**src/rtl/ppi_group.sv**
```systemverilog
module ppi_group #(
  parameter int PW = 8
) (
  input  logic            clk,
  input  logic            rst_n,
  input  logic [1:0]      addr,
  input  logic            wr_en,
  input  logic [PW-1:0]   wr_data,
  input  logic            rd_en,
  output logic [PW-1:0]   rd_data,
  input  logic [3*PW-1:0] pad_in,
  output logic [3*PW-1:0] pad_out,
  output logic [3*PW-1:0] pad_oe
);
  localparam int NL = 3 * PW;
  localparam int HW = PW / 2;

  logic [PW-1:0] lat_a, lat_b, lat_c;
  logic          in_a, in_b, in_cl, in_ch;
  logic [NL-1:0] in_mask;
  logic [NL-1:0] view;
  logic [PW-1:0] ctrl_view;
  logic [PW-1:0] rd_next;

  always_ff @(posedge clk) begin
    if (!rst_n) begin
      lat_a <= '0;
      lat_b <= '0;
      lat_c <= '0;
      in_a  <= 1'b0;
      in_b  <= 1'b0;
      in_cl <= 1'b0;
      in_ch <= 1'b0;
    end else if (wr_en) begin
      case (addr)
        2'd0: lat_a <= wr_data;
        2'd1: lat_b <= wr_data;
        2'd2: lat_c <= wr_data;
        default: if (wr_data[7]) begin
          in_a  <= wr_data[4];
          in_b  <= wr_data[1];
          in_cl <= wr_data[0];
          in_ch <= wr_data[3];
        end
      endcase
    end
  end

  assign in_mask = {{HW{in_ch}}, {HW{in_cl}}, {PW{in_b}}, {PW{in_a}}};
  assign pad_out = {lat_c, lat_b, lat_a};
  assign pad_oe  = ~in_mask;
  assign view    = (pad_in & in_mask) | (pad_out & ~in_mask);

  always_comb begin
    ctrl_view    = '0;
    ctrl_view[7] = 1'b1;
    ctrl_view[4] = in_a;
    ctrl_view[3] = in_ch;
    ctrl_view[1] = in_b;
    ctrl_view[0] = in_cl;
  end

  always_comb begin
    case (addr)
      2'd0:    rd_next = view[PW-1:0];
      2'd1:    rd_next = view[2*PW-1:PW];
      2'd2:    rd_next = view[NL-1:2*PW];
      default: rd_next = ctrl_view;
    endcase
  end

  always_ff @(posedge clk) begin
    if (!rst_n)     rd_data <= '0;
    else if (rd_en) rd_data <= rd_next;
  end

  AST_OE_A_WHOLE: assert property (@(posedge clk) disable iff (!rst_n)
    (pad_oe[PW-1:0] == '0) || (pad_oe[PW-1:0] == '1));
  AST_CTRL_NOMODE: assert property (@(posedge clk) disable iff (!rst_n)
    (wr_en && addr == 2'd3 && !wr_data[7]) |=> $stable(pad_oe));
  AST_LATCH_A_LOAD: assert property (@(posedge clk) disable iff (!rst_n)
    (wr_en && addr == 2'd0) |=> (pad_out[PW-1:0] == $past(wr_data)));
  AST_PADS_IDLE: assert property (@(posedge clk) disable iff (!rst_n)
    !wr_en |=> ($stable(pad_out) && $stable(pad_oe)));
  AST_RD_HOLD: assert property (@(posedge clk) disable iff (!rst_n)
    !rd_en |=> $stable(rd_data));
endmodule

```
**config.mk**
```make
export PLATFORM = sky130hd
export DESIGN_NAME = ppi_group
export DESIGN_NICKNAME = d
export VERILOG_FILES = /design/src/rtl/ppi_group.sv
export SDC_FILE = /design/constraint.sdc
export NUM_CORES = 1
export LEC_CHECK = 0
export ABC_AREA = 1
export BUFFER_PORTS_ARGS = -buffer_cell sky130_fd_sc_hd__buf_2
export CAP_MARGIN = 10
export CELL_PAD_IN_SITES_DETAIL_PLACEMENT = 0
export CELL_PAD_IN_SITES_GLOBAL_PLACEMENT = 1
export CORE_AREA = 4 4 83 85
export CTS_BUF_LIST = sky130_fd_sc_hd__clkbuf_8
export CTS_CLUSTER_SIZE = 20
export DETAILED_ROUTE_END_ITERATION = 6
export DIE_AREA = 0 0 87 89
export HOLD_SLACK_MARGIN = 0.1
export PLACE_DENSITY_LB_ADDON = 0.1
export RECOVER_POWER = 25
export SLEW_MARGIN = 20
export SYNTH_ARGS = -nofsm -noshare
export SYNTH_HDL_FRONTEND = slang
export SYNTH_SLANG_ARGS = --single-unit
```
**constraint.sdc**
```tcl
create_clock -name clk -period 1.65 [get_ports clk]
set_clock_uncertainty 0.1 [all_clocks]
set_input_delay 0.33 -clock clk [delete_from_list [all_inputs] [get_ports clk]]
set_output_delay 0.33 -clock clk [all_outputs]
set_load 0.05 [all_outputs]
```
Word level (Yosys, flattened, before mapping)
Cells that the tools add are included.
- register bits after elaboration: 36
- output and inout bits: 56
- equality and inequality tests: 2
- mux-type cells: 1
- bitwise logic cells: 5
- reduce and logical (&&, ||, !) cells: 6
- operators with widths (kind ; count):
    24-bit bitwise AND ; 2
    24-bit NOT ; 1
    24-bit bitwise OR ; 1
    8-bit one-hot mux with 3 select lines ; 1
    2-bit AND reduction ; 3
    3-bit AND reduction ; 1
    3-bit OR reduction ; 1
    2-bit by 1-bit == test with 1-bit output, second input constant ; 1
    2-bit == test, second input constant ; 1
    2-bit zero test ; 1
    1-bit NOT ; 1

Logic depth before layout (Yosys ltp)
- depth after elaboration: 4
- depth in mapped cells: 7
- gate-level depth less buffers: 6

Least setup slack after synthesis
OpenSTA, ideal clock, no wires.
- path type: reg-to-output
- from: register in_b
- to: output pad_oe[10]
- data arrival time: 1.249 ns
- required time: 1.220 ns
- setup slack: -0.029 ns
- cell stages (with the launch flop): 3
- path buffers: 1
- cells stage by stage: dfxtp_1 -> clkinv_1 -> buf_4
- longest elaborated chain between the ends: 1
- RTL lines (item ; line ; RTL):
    from (decl) ; 19 ; logic in_a, in_b, in_cl, in_ch;
    from (signal assigned) ; 41 ; in_b <= wr_data[1];
    24-bit NOT ; 51 ; assign pad_oe = ~in_mask;
    to (decl) ; 13 ; output logic [3*PW-1:0] pad_oe
No other way between the ends.

Worst setup path after layout
- from: register in_a
- to: output pad_oe[5]
- longest elaborated chain between the ends: 1
- RTL lines (item ; line ; RTL):
    from (decl) ; 19 ;
    from (signal assigned) ; 40 ; in_a <= wr_data[4];
    24-bit NOT ; 51 ;
No other way between the ends.

==> qor.txt <==
status = finished, final reports clean
max-slew violations = 0
CP cell instances = clkinvlp_4 -> buf_2
Mapped Cells = 285
worst-case clock buffer depth = 2
row count = 29
largest net degree at the start of global routing = 27
HP Class = in2reg
diode count = 0
vias in the first global route = 1847
number of synthesized flops with an enable pin = 0
Max-slew headroom = 65.9%
hold-critical path depth = 3
CTS tree = done
Seq pwr share = 45.9%
Design Area, Final = 2400 um2
total number of vias = 1982
switching portion of total power = 35.2%
R2R Setup Slk = 0.22 ns
xor/xnor cell area share of the yosys netlist = 0%
Setup Crit Path Kind = reg2out
critical path endpoint category = output pin
Inserted Clock Buffers = 5
fin worst setup slack = 0.0520 ns
Leak = 0.00122 uW
DP Area = 2340 um2
I/O Buffers = 93
Buf+Inv Stages, Crit Path = 2
Setup crit start kind = register
Detailed Route WL = 6.25 mm
Clk Latency, worst-skew pair = 0.28 ns
WL/cell = 14.3 um
final hold slack = 0.220 ns
grt total ovfl = 0
Synth Area in Adders = 0%
post-synth cell types = 23
area delta synth->final = 23.5%
htree depth = 2
Sink Count = 36
first-pass GRT wire length = 9.60 mm
PwrDens = 851 nW/um2
RSZ-0062 raised after global routing = yes
Hold EP = lat_a[5]
Die Width = 87 um
Iteration-0 DRC Markers = 116
most common cell after layout, fill and taps aside = buf_2
die area = 7740 um2
1st-pass router iterations = 4
Peak Freq = 626 MHz
fin crit share = 96.8%
Final #Nets = 400
Final Hold Fails = 0
Vert. Die Dim = 89 um
DP Worst Slack = 0.153 ns
crit path from = in_a
Main synth FF type = dfxtp_1
crit-path max cell delay = 0.39 ns
Ys Warns = 0
Initial Util = 31.3%
Worst R2R Start = in_a
boundary pin count = 94
FF-to-FF End = rd_data[3]
register area share after synthesis = 37.1%
worst hold path startpoint = wr_data[5]
R2R cell count = 7
most frequent cells in the layout = buf_2 (92), nand2_1 (64), inv_1 (40)
Core Region = 6200 um2
Final Non-Filler Cells = 437
crit-path leading delay family = buffers and inverters
CP max-delay cell = dfxtp_1
asr flop ratio synth = 0%
post-route ant nets = 0
Syn Area/Cell = 6.81 um2
antenna violations before repair = 0
Tightest Pin Transition = 0.511 ns
NetSw = 718 uW
Pint = 1320 uW
Post-CTS Hold Buffers = 0
worst endpoint required time = 1.22 ns
RePlAce Congestion = 0.773
fillcell total = 713
complex-gate fraction of the synthesized area = 21.6%
Max VDD drop = 393 uV
multiplexer share of the synthesized area = 0%
DPL Wire Length = 4.84 mm
final setup fails = 0
Gate power share = 26.4%
instance count on the critical path = 2
worst-path maximum fanout = 11
Clk pwr share = 27.7%
Root Driver = clkbuf_8
layout cells sized above 1 = 32.2%
Synthesized Nets = 323
Final Power = 2040 uW
DP Cell Count = 431
Synth Register Bits = 36
vias per cell = 4.54
Synth Area in Simple Gates = 22.0%
clock slew at reported path FFs = 0.07 ns
total of max-cap violations = 0
Worst EP arrival = 1.17 ns
Residual DRC = 0
Period minus WS final = 1.60 ns
main combinational cell family by area after synthesis = simple AND/OR/NAND/NOR gates
GR Util All Layers = 16.5%
Mapped Area = 1940 um2
[cells in the mapped netlist (2+ instances only)]
| library cell | count | area [um2] |
|---|---|---|
| buf_6 | 2 | 22.5 |
| inv_2 | 3 | 11.3 |
| nand2_4 | 2 | 22.5 |
| inv_1 | 40 | 150 |
| o21ai_1 | 6 | 30.0 |
| clkinv_1 | 4 | 15.0 |
| a21oi_1 | 35 | 175 |
| nor2_4 | 2 | 22.5 |
| dfxtp_1 | 36 | 721 |
| nor2_1 | 7 | 26.3 |
| buf_4 | 20 | 150 |
| nand2_1 | 63 | 236 |
| buf_2 | 2 | 10.0 |
| clkbuf_1 | 4 | 15.0 |
| or2_2 | 2 | 12.5 |
| o21ai_0 | 29 | 145 |
| nand3_1 | 17 | 85.1 |
| o211ai_1 | 5 | 37.5 |
| a211oi_2 | 2 | 25.0 |
[per-stage QoR]
stage / utilization (%) / TNS [ns]
5_1_grt: 38.7 / -0.00387
2_1_floorplan: - / 0
4_1_cts: 39.0 / 0
3_3_place_gp: 37.7 / 0
3_5_place_dp: 37.7 / 0
6_report: 38.7 / 0
[cell type report]
| type | count | area [um2] | area share, % |
|---|---|---|---|
| flip-flops and latches | 36 | 721 | 30.0 |
| multi-input cells | 174 | 827 | 34.5 |
| clock buffers | 5 | 68.8 | 2.87 |
| inverters | 47 | 184 | 7.67 |
| well taps | 77 | 96.3 | 4.02 |
| repair buffers | 98 | 502 | 20.9 |
[kinds of logic (layout without fill, tap and decap cells)]
logic type / Yosys count / in the layout
flops: 36 / 36
buf+inv: 75 / 150
compound gates: 78 / 78
simple gates: 96 / 96
[layer usage]
metal	GRT usage, %	vias up	share of wire (%)
met5	0	-	0
met4	4.67	0	0.90
met3	3.50	6	5.3
met2	25.7	56	46
met1	23.0	877	48
li1	-	1043	-
[state kept, by name, summed over array words and instances (netlist names)]
signal	cells
rd_data	8
in_b	1
lat_a	8
in_a	1
lat_c	8
in_cl	1
in_ch	1
lat_b	8
[power by group through the flow]
stage	sequential [uW]	clock, uW	combinational (uW)
final	937	566	538
after global routing	941	619	585
after CTS	937	582	549
after detailed placement	955	0	546
after global placement	955	0	546
after floorplan	1090	0	259
[worst max-delay path by stage]
stage                     slack, ns         end
after floorplan                0.02  pad_oe[17]
after global placement         0.15  rd_data[1]
after detailed placement       0.15  rd_data[1]
after CTS                      0.04   pad_oe[5]
after global routing         -0.001   pad_oe[6]
final                          0.05   pad_oe[5]
[repair_timing]
action | 4_1_cts | 5_1_grt
setup buffers | 1 | 0
endpoints found under the setup margin | 16 | 6
gates resized for setup | 3 | 0
endpoints found under the hold margin | 0 | 0
[worst register-to-register path: stages, from the launching register on]
cell        delay [ns]
dfxtp_1           0.39
clkinvlp_4        0.22
buf_4             0.21
nand2_1           0.06
nand3_1           0.07
nand2_1           0.08
o21ai_0           0.09
a21oi_1           0.12
Power figures use the tool's default switching activity.
